## config.mk

```make
export PLATFORM = sky130hd
export DESIGN_NAME = cinsn_guard
export DESIGN_NICKNAME = d
export VERILOG_FILES = /design/src/rtl/cinsn_pkg.sv /design/src/rtl/cinsn_field_split.sv /design/src/rtl/cinsn_rule_eval.sv /design/src/rtl/cinsn_result_stage.sv /design/src/rtl/cinsn_guard.sv
export SDC_FILE = /design/constraint.sdc
export NUM_CORES = 1
export LEC_CHECK = 0
export ABC_AREA = 1
export CORE_UTILIZATION = 26
export CTS_CLUSTER_SIZE = 8
export DETAILED_ROUTE_END_ITERATION = 7
export HOLD_SLACK_MARGIN = 0.08
export MAX_ROUTING_LAYER = met4
export PLACE_DENSITY = 0.6
export SYNTH_ARGS = -nofsm -noshare
export SYNTH_HDL_FRONTEND = slang
export SYNTH_SLANG_ARGS = --single-unit
```

## constraint.sdc

```tcl
create_clock -name clk -period 2.1 [get_ports clk]
set_input_delay 0.42 -clock clk [delete_from_list [all_inputs] [get_ports clk]]
set_output_delay 0.42 -clock clk [all_outputs]
set_load 0.01 [all_outputs]
```

## src/rtl/cinsn_pkg.sv

```systemverilog
package cinsn_pkg;

  typedef enum logic [1:0] {
    QD_ZERO  = 2'b00,
    QD_ONE   = 2'b01,
    QD_TWO   = 2'b10,
    QD_WIDE  = 2'b11
  } quad_e;

  typedef struct packed {
    quad_e      quad;
    logic [2:0] f3;
    logic       b12;
    logic [4:0] rd;
    logic [4:0] rs2;
    logic       all_z;
    logic       rd_z;
    logic       rs2_z;
    logic       imm_z;
  } cfields_t;

endpackage

```

## src/rtl/cinsn_field_split.sv

```systemverilog
module cinsn_field_split
  import cinsn_pkg::*;
(
  input  logic [15:0] insn,
  output cfields_t    fld
);
  always_comb begin
    fld.quad  = quad_e'(insn[1:0]);
    fld.f3    = insn[15:13];
    fld.b12   = insn[12];
    fld.rd    = insn[11:7];
    fld.rs2   = insn[6:2];
    fld.all_z = (insn == 16'h0000);
    fld.rd_z  = (insn[11:7] == 5'd0);
    fld.rs2_z = (insn[6:2] == 5'd0);
    fld.imm_z = ({insn[12], insn[6:2]} == 6'd0);
  end
endmodule

```

## src/rtl/cinsn_rule_eval.sv

```systemverilog
module cinsn_rule_eval
  import cinsn_pkg::*;
(
  input  cfields_t fld,
  output logic     bad,
  output logic     brk
);
  localparam logic [4:0] SP_REG = 5'd2;

  always_comb begin
    bad = 1'b0;
    brk = 1'b0;
    unique case (fld.quad)
      QD_ZERO: bad = fld.all_z;
      QD_ONE: begin
        case (fld.f3)
          3'b000: bad = fld.rd_z ^ fld.imm_z;
          3'b001,
          3'b010: bad = fld.rd_z;
          3'b011: bad = (fld.rd == SP_REG) ? fld.imm_z : (fld.rd_z | fld.imm_z);
          3'b100: if (!fld.rd[4]) bad = fld.imm_z;
          default: ;
        endcase
      end
      QD_TWO: begin
        case (fld.f3)
          3'b000: bad = fld.imm_z | fld.rd_z;
          3'b010,
          3'b011: bad = fld.rd_z;
          3'b100: begin
            if (!fld.b12) begin
              bad = fld.rd_z;
            end else if (fld.rd_z) begin
              brk = fld.rs2_z;
              bad = !fld.rs2_z;
            end
          end
          default: ;
        endcase
      end
      default: ;
    endcase
  end
endmodule

```

## src/rtl/cinsn_result_stage.sv

```systemverilog
module cinsn_result_stage #(
  parameter int XLEN    = 64,
  parameter bit REG_OUT = 1'b1
) (
  input  logic            clk,
  input  logic            rst,
  input  logic            vld,
  input  logic            bad,
  input  logic            brk,
  input  logic [15:0]     insn,
  input  logic [XLEN-1:0] pc,
  output logic            o_vld,
  output logic            o_bad,
  output logic            o_brk,
  output logic [XLEN-1:0] o_tval
);
  localparam int PADW = XLEN - 16;

  logic            n_bad, n_brk;
  logic [XLEN-1:0] n_tval;

  always_comb begin
    n_bad  = vld & bad;
    n_brk  = vld & brk & ~bad;
    n_tval = '0;
    if (n_bad)      n_tval = {{PADW{1'b0}}, insn};
    else if (n_brk) n_tval = pc;
  end

  generate
    if (REG_OUT) begin : g_reg
      always_ff @(posedge clk) begin
        if (rst) begin
          o_vld  <= 1'b0;
          o_bad  <= 1'b0;
          o_brk  <= 1'b0;
          o_tval <= '0;
        end else begin
          o_vld  <= vld;
          o_bad  <= n_bad;
          o_brk  <= n_brk;
          o_tval <= n_tval;
        end
      end
    end else begin : g_comb
      logic unused_ck;
      assign unused_ck = clk ^ rst;
      assign o_vld  = vld;
      assign o_bad  = n_bad;
      assign o_brk  = n_brk;
      assign o_tval = n_tval;
    end
  endgenerate
endmodule

```

## src/rtl/cinsn_guard.sv

```systemverilog
module cinsn_guard
  import cinsn_pkg::*;
#(
  parameter int XLEN    = 64,
  parameter bit REG_OUT = 1'b1
) (
  input  logic            clk,
  input  logic            rst,
  input  logic            in_valid,
  input  logic [15:0]     in_insn,
  input  logic [XLEN-1:0] in_pc,
  output logic            out_valid,
  output logic            out_illegal,
  output logic            out_brk,
  output logic [XLEN-1:0] out_tval
);
  cfields_t fld;
  logic     bad, brk;

  cinsn_field_split u_split (
    .insn (in_insn),
    .fld  (fld)
  );

  cinsn_rule_eval u_rules (
    .fld (fld),
    .bad (bad),
    .brk (brk)
  );

  cinsn_result_stage #(.XLEN(XLEN), .REG_OUT(REG_OUT)) u_out (
    .clk    (clk),
    .rst    (rst),
    .vld    (in_valid),
    .bad    (bad),
    .brk    (brk),
    .insn   (in_insn),
    .pc     (in_pc),
    .o_vld  (out_valid),
    .o_bad  (out_illegal),
    .o_brk  (out_brk),
    .o_tval (out_tval)
  );
endmodule

```

==> qor.csv, run 1 <==
stage;metric;value;unit
synth;Mapped Area;2250;sq um
synth;EDFF count, synth;0;
setup_path;CP dominant cell by count;nand2_1;
global_route;initial antenna violation count;0;
final_layout;Diodes inserted;0;
sta;final worst path period share;94.7;%
setup_path;CP Launch Type;primary input;
setup_path;CP peak stage delay;0.45;ns
sta;worst setup margin;0.112;ns
sta;setup TNS;0;ns
global_route;Total GRT Usage;13.8;%
global_route;M1 GR Usage;16.2;%
floorplanning;die area;9050;sq um
route;DRT iter0 DRCs;47;
clock_tree;clk buf depth;2;
sta;worst hold slack;0.384;ns
global_route;vias in the first global route;2029;
global_route;GR Util met3;4.31;%
route;Final ANT Viol Nets;0;
route;drt pass-1 iters;4;
placement;port bufs;149;
clock_tree;clock-pin slew on the worst setup and hold paths;0.07;ns
final_layout;Register Area;1340;sq um
floorplanning;Die Height;95.1;um
clock_tree;CTS Root Cell;clkbuf_8;
global_route;gr busiest metal;met2;
setup_path;slowest CP cell;clkdlybuf4s50_1;
job;max cap viols;0;
setup_path;Critical Path Source;in_insn[7];
setup_path;CP max FO;8;
clock_tree;hold_buf cts;0;
status;status;finished, final reports clean;
setup_path;crit-path cells;clkdlybuf4s50_1 > inv_1 > nand2_1 > nor2_2 > inv_2 > ha_1 > nand3_1 > nand2_1 > nor2_1 > nand2_1 > nand2_4 > nand3_4 > nand3_2 > nand2_1;
setup_path;Worst Setup EP;u_out.o_tval[10]$_SDFF_PP0_;
synth;Synth cell types;19;
synth;share of the synthesized area in the top cell type;59.5;%
route;drt total wl;6240;um
synth;Syn Inst Count;280;
sta;endpoints failing hold;0;
setup_path;WP buf/inv;3;
final_layout;most common cell after layout, fill and taps aside;clkdlybuf4s50_1;
synth;syn nets;364;
power;PwrDens;599;nW/um^2
min_path;worst hold path type;in2reg;
setup_path;worst path required time;2.33;ns
sta;final setup vio count;0;
route;drt wl/cell;11.2;um
global_route;first-pass GRT wire length;9200;um
clock_tree;cts bufs inserted;9;
synth;synthesized area per cell;8.05;sq um
setup_path;Crit. path cell count;14;
placement;placed cells;540;
synth;Synth Register Bits;67;
global_route;grt met2 use;21.9;%
final_layout;Layout fillers;818;
setup_path;critical path data arrival time;2.22;ns
sta;Slew Limit Headroom;81.5;%
sta;fmax;0.503;GHz
clock_tree;TritonCTS clock tree;done;
final_layout;Non-Filler Instances;558;
power;Max IR drop VDD;0.305;mV
floorplanning;row count;33;
synth;sequential share of the synthesized area;59.5;%
final_layout;Layout area overhead;86.4;%
final_layout;post-layout net count;532;
min_path;Worst Hold Depth;3;
synth;top post-synthesis cells by area;dfxtp_1 (59%), nor2_1 (9.8%), inv_1 (9.7%);
synth;ys async rst share;0;%
global_route;grt total ovfl;0;
synth;main flop type after synthesis;dfxtp_1;
placement;GPL Wtd Cong;0.854;
route;DR vias/cell;3.98;
power;Static Leak;0.00199;uW
route;# DRC;0;
placement;dpl hpwl;4490;um
route;routed vias;2220;
sta;Max Slew Vio Count;0;
setup_path;crit path capture type;flop;
synth;cell taking the most area after synthesis;dfxtp_1;
final_layout;layout cells sized above 1;11.0;%
floorplanning;Ports;150;
setup_path;Worst path top cell family by delay;simple AND/OR/NAND/NOR gates;
sta;RSZ-0062 raised after global routing;no;
floorplanning;Die Wd;95.1;um
sta;Worst Max-Slew Pin Slew;0.277;ns
floorplanning;core area;8300;sq um
sta;Final Critical Period;1.99;ns
final_layout;multi-input logic area;699;sq um
synth;Yosys Warn Count;0;
floorplanning;Starting Density;27.2;%
clock_tree;H-tree depth;3;
placement;pre-CTS setup slack;-0.289;ns
final_layout;most frequent cells in the layout;clkdlybuf4s50_1 (146), dfxtp_1 (67), nor2_1 (59);
global_route;pin count of the biggest net entering global routing;49;
setup_path;Worst Setup Path Type;in2reg;
clock_tree;Clock Sinks;67;
final_layout;Final Core Density;50.6;%
==> worst min-delay path: cells and delay by family <==
kind                   cells  cell delay (ns)
buffers and inverters      1             0.14
and+or+nand+nor            2             0.13
==> synth_stat cells (2+ instances only) <==
| library cell | n |
|---|---|
| buf_4 | 2 |
| buf_6 | 4 |
| clkbuf_1 | 2 |
| dfxtp_1 | 67 |
| inv_1 | 58 |
| inv_2 | 3 |
| nand2_1 | 51 |
| nand3_1 | 22 |
| nor2_1 | 59 |
| nor2_2 | 3 |
==> worst min path at each step <==
stage                startpoint                     endpoint  slack (ns)
CTS                   in_pc[61]  u_out.o_tval[61]$_SDFF_PP0_        0.58
floorplan                   rst       u_out.o_bad$_SDFF_PP0_        0.49
finish               in_insn[9]   u_out.o_tval[9]$_SDFF_PP0_        0.38
detailed placement    in_pc[61]  u_out.o_tval[61]$_SDFF_PP0_        0.95
global placement      in_pc[38]  u_out.o_tval[38]$_SDFF_PP0_        0.94
global route        in_insn[11]  u_out.o_tval[11]$_SDFF_PP0_        0.37
==> area by class of cell <==
class | count | area share [%]
flip-flops and latches | 67 | 31.9
repair buffers | 163 | 38.5
inverters | 61 | 5.45
clock buffers | 11 | 3.13
well taps | 105 | 3.13
clock inverters | 5 | 1.28
multi-input cells | 146 | 16.6
==> registers in the layout, summed over array words and instances (netlist names) <==
signal	count
u_out.o_bad	1
u_out.o_tval	64
u_out.o_brk	1
u_out.o_vld	1
==> per-stage QoR <==
step	instance area (sq um)	total power (uW)
6_report	4200	2520
5_1_grt	4200	2630
4_1_cts	4120	2560
3_5_place_dp	3930	1530
2_1_floorplan	2250	1350
3_3_place_gp	3930	1530
==> where the power goes <==
part | total (uW) | switching [uW] | leakage [uW] | internal, uW
Clock | 1010 | 465 | 0.0000971 | 545
Combinational | 235 | 72.9 | 0.00136 | 162
Sequential | 1270 | 0.408 | 0.000540 | 1270
Total | 2520 | 538 | 0.00199 | 1980
==> kinds of logic (layout without fill, tap and decap cells) <==
family / after synthesis / in the layout / synth area share [%]
AOI/OAI and AO/OA: 1 / 1 / 0.222
adders and majority gates: 1 / 1 / 0.555
buffers and inverters: 69 / 240 / 13.2
DFF: 67 / 67 / 59.5
and+or+nand+nor: 142 / 144 / 26.6
==> layer usage <==
| layer | share of wire (%) | vias up |
|---|---|---|
| met2 | 45 | 94 |
| met5 | 0 | - |
| met4 | 1.5 | 0 |
| li1 | - | 1152 |
| met3 | 7.3 | 9 |
| met1 | 46 | 965 |
==> what timing repair did <==
| item | 4_1_cts | 5_1_grt |
|---|---|---|
| setup endpoints to repair | 0 | 17 |
| resized for setup | 0 | 15 |
| setup buffers | 0 | 0 |
Power figures use the tool's default switching activity.
==> run 2, diff against run 1 <==
--- a/config.mk
+++ b/config.mk
@@ -6,6 +6,7 @@
 export NUM_CORES = 1
 export LEC_CHECK = 0
 export ABC_AREA = 1
+export CORE_MARGIN = 2
 export CORE_UTILIZATION = 26
 export CTS_CLUSTER_SIZE = 8
 export DETAILED_ROUTE_END_ITERATION = 7
==> run 2 against run 1 <==
Cell area increased by 1.5%. First-iteration DRC count increased by 11%. Highest routed layer unchanged. Sequential power about the same. Sequential share of layout area decreased by 0.46 points. Critical endpoint is now u_out.o_tval[3]$_SDFF_PP0_. Clock-buffer cell count unchanged. Maximum frequency increased by 0.56%. Hold slack got worse by 0.016 ns. Critical path depth decreased by 2. Final cell count increased by 0.18%. Combinational power about the same. Largest cell class unchanged. Flip-flop and latch count unchanged.
==> qor.csv, run 2 (synthesis results as in run 1) <==
stage;metric;value;unit;change
route;routed vias;2203;;-0.77%
final_layout;Layout area overhead;89.1;%;
clock_tree;H-tree depth;3;;unchanged
floorplanning;Die Height;97.1;um;+2.1%
status;status;finished, final reports clean;;
clock_tree;cts bufs inserted;9;;unchanged
power;Design Power;2860;uW;+13%
placement;placed cells;539;;-0.19%
placement;GPL Wtd Cong;0.797;;-6.7%
route;DR top layer;met4;;
sta;Slew Limit Headroom;78.7;%;-2.8 points
final_layout;Diodes inserted;0;;unchanged
final_layout;Top reg by flops;u_out.o_tval;;
setup_path;WP buf/inv;1;;-2
final_layout;Final Core Density;51.4;%;+0.74 points
clock_tree;clk buf depth;2;;unchanged
global_route;pin count of the biggest net entering global routing;29;;-41%
final_layout;post-layout net count;533;;+0.19%
global_route;vias in the first global route;2097;;+3.4%
global_route;first-pass GRT wire length;10200;um;+10%
sta;RSZ-0062 raised after global routing;no;;
setup_path;worst path required time;2.33;ns;about the same
final_layout;most common cell after layout, fill and taps aside;clkdlybuf4s50_1;;
setup_path;CP max FO;8;;unchanged
sta;final worst path period share;94.2;%;-0.53 points
floorplanning;die area;9430;sq um;+4.2%
setup_path;CP dominant cell by count;nand2_1;;
final_layout;most frequent cells in the layout;clkdlybuf4s50_1 (146), dfxtp_1 (67), inv_1 (58), nor2_1 (58), nand2_1 (49);;
route;WL met2;3190;um;+13%
floorplanning;Starting Density;27.2;%;unchanged
setup_path;CP Launch Type;primary input;;
setup_path;Worst Setup Path Type;in2reg;;
route;DR vias/cell;3.94;;-0.94%
route;drt pass-1 iters;5;;+1
clock_tree;clock-pin slew on the worst setup and hold paths;0.08;ns;about the same
floorplanning;Ports;150;;unchanged
route;Routed met1 length;2880;um;+0.38%
floorplanning;core area;8300;sq um;unchanged
setup_path;slowest CP cell;clkdlybuf4s50_1;;
route;drt total wl;6520;um;+4.4%
clock_tree;Clock Sinks;67;;unchanged
power;Static Leak;0.00202;uW;+1.5%
job;max cap viols;0;;unchanged
power;PwrDens;670;nW/um^2;+12%
placement;dpl hpwl;4880;um;+8.6%
global_route;initial antenna violation count;0;;unchanged
min_path;worst hold path type;in2reg;;
power;Max IR drop VDD;0.274;mV;-10%
sta;final setup vio count;0;;unchanged
setup_path;CP peak stage delay;0.47;ns;+0.02 ns
setup_path;critical path data arrival time;2.21;ns;about the same
sta;endpoints failing hold;0;;unchanged
sta;Max Slew Vio Count;0;;unchanged
clock_tree;TritonCTS clock tree;done;;
final_layout;Layout fillers;802;;-2.0%
placement;port bufs;149;;unchanged
final_layout;max reg flops;64;;unchanged
global_route;grt total ovfl;0;;unchanged
global_route;Total GRT Usage;14.0;%;+0.13 points
sta;Worst Max-Slew Pin Slew;0.319;ns;+0.0423 ns
route;met3 WL post-DR;369;um;-19%
final_layout;Non-Filler Instances;559;;+0.18%
setup_path;Worst path top cell family by delay;simple AND/OR/NAND/NOR gates;;
route;# DRC;0;;unchanged
sta;fmax;0.506;GHz;+0.56%
setup_path;crit path capture type;flop;;
floorplanning;Die Wd;97.1;um;+2.1%
route;Final ANT Viol Nets;0;;unchanged
route;DRT iter0 DRCs;52;;+11%
setup_path;crit-path cells;clkdlybuf4s50_1 > nor2_2 > nand3_1 > ha_1 > nand3_1 > nand2_1 > nor2_1 > nand2_1 > nand2_4 > nand3_4 > nand3_2 > nand2_1;;
sta;Final Critical Period;1.98;ns;-0.0110 ns
floorplanning;row count;33;;unchanged
route;drt wl/cell;11.7;um;+4.2%
clock_tree;CTS Root Cell;clkbuf_8;;
final_layout;layout cells sized above 1;11.5;%;+0.42 points
## run 2: cell types whose count changed in the layout (fill, tap and decap cells not counted), sizes merged
cell and change:
buf +1, inv +1, clkinv -3, bufinv +2
## run 2: report_power, final
| part | switching, uW | internal [uW] |
|---|---|---|
| Combinational | 72.3 | 161 |
| Sequential | 0.408 | 1270 |
| Clock | 490 | 860 |
| Total | 563 | 2290 |
## run 2: worst paths after layout
path / start / slack [ns] / endpoint / cells after the start
worst min-delay path: in_insn[10] / 0.37 / u_out.o_tval[10]$_SDFF_PP0_ / 3
worst max-delay path: in_insn[2] / 0.12 / u_out.o_tval[3]$_SDFF_PP0_ / 12
## run 2: worst min-delay path, stage by stage
cell and delay [ns]:
dlymetal6s2s_1 0.12, nand3_1 0.08, nand2_1 0.06
## run 2: final cells by class
| type | instances | area, sq um | share of cell area (%) |
|---|---|---|---|
| clock inverters | 5 | 108 | 2.52 |
| well taps | 105 | 131 | 3.08 |
| multi-input cells | 146 | 692 | 16.2 |
| repair buffers | 164 | 1610 | 37.8 |
| inverters | 61 | 229 | 5.37 |
| flip-flops and latches | 67 | 1340 | 31.5 |
| clock buffers | 11 | 151 | 3.55 |
## run 2: per-layer routing
metal	vias up	global-route usage, %
met5	-	-
met4	0	4.55
met3	6	4.46
met2	85	22.5
met1	959	16.6
li1	1153	-
## run 2: timing repair
action / CTS / global route
endpoints found under the setup margin: 0 / 17
setup buffers: 0 / 2
hold buffers: 0 / 0
resized for setup: 0 / 14
## run 2: metrics by stage
stage	cell area [sq um]	setup slack [ns]	hold WS, ns	TNS, ns
final	4260	0.123	0.368	0
after global routing	4260	0.0117	0.379	0
after CTS	4170	0.0566	0.578	0
after detailed placement	3910	-0.314	0.947	-4.97
after global placement	3910	-0.252	0.945	-4.20
after floorplan	2250	0.278	0.492	0
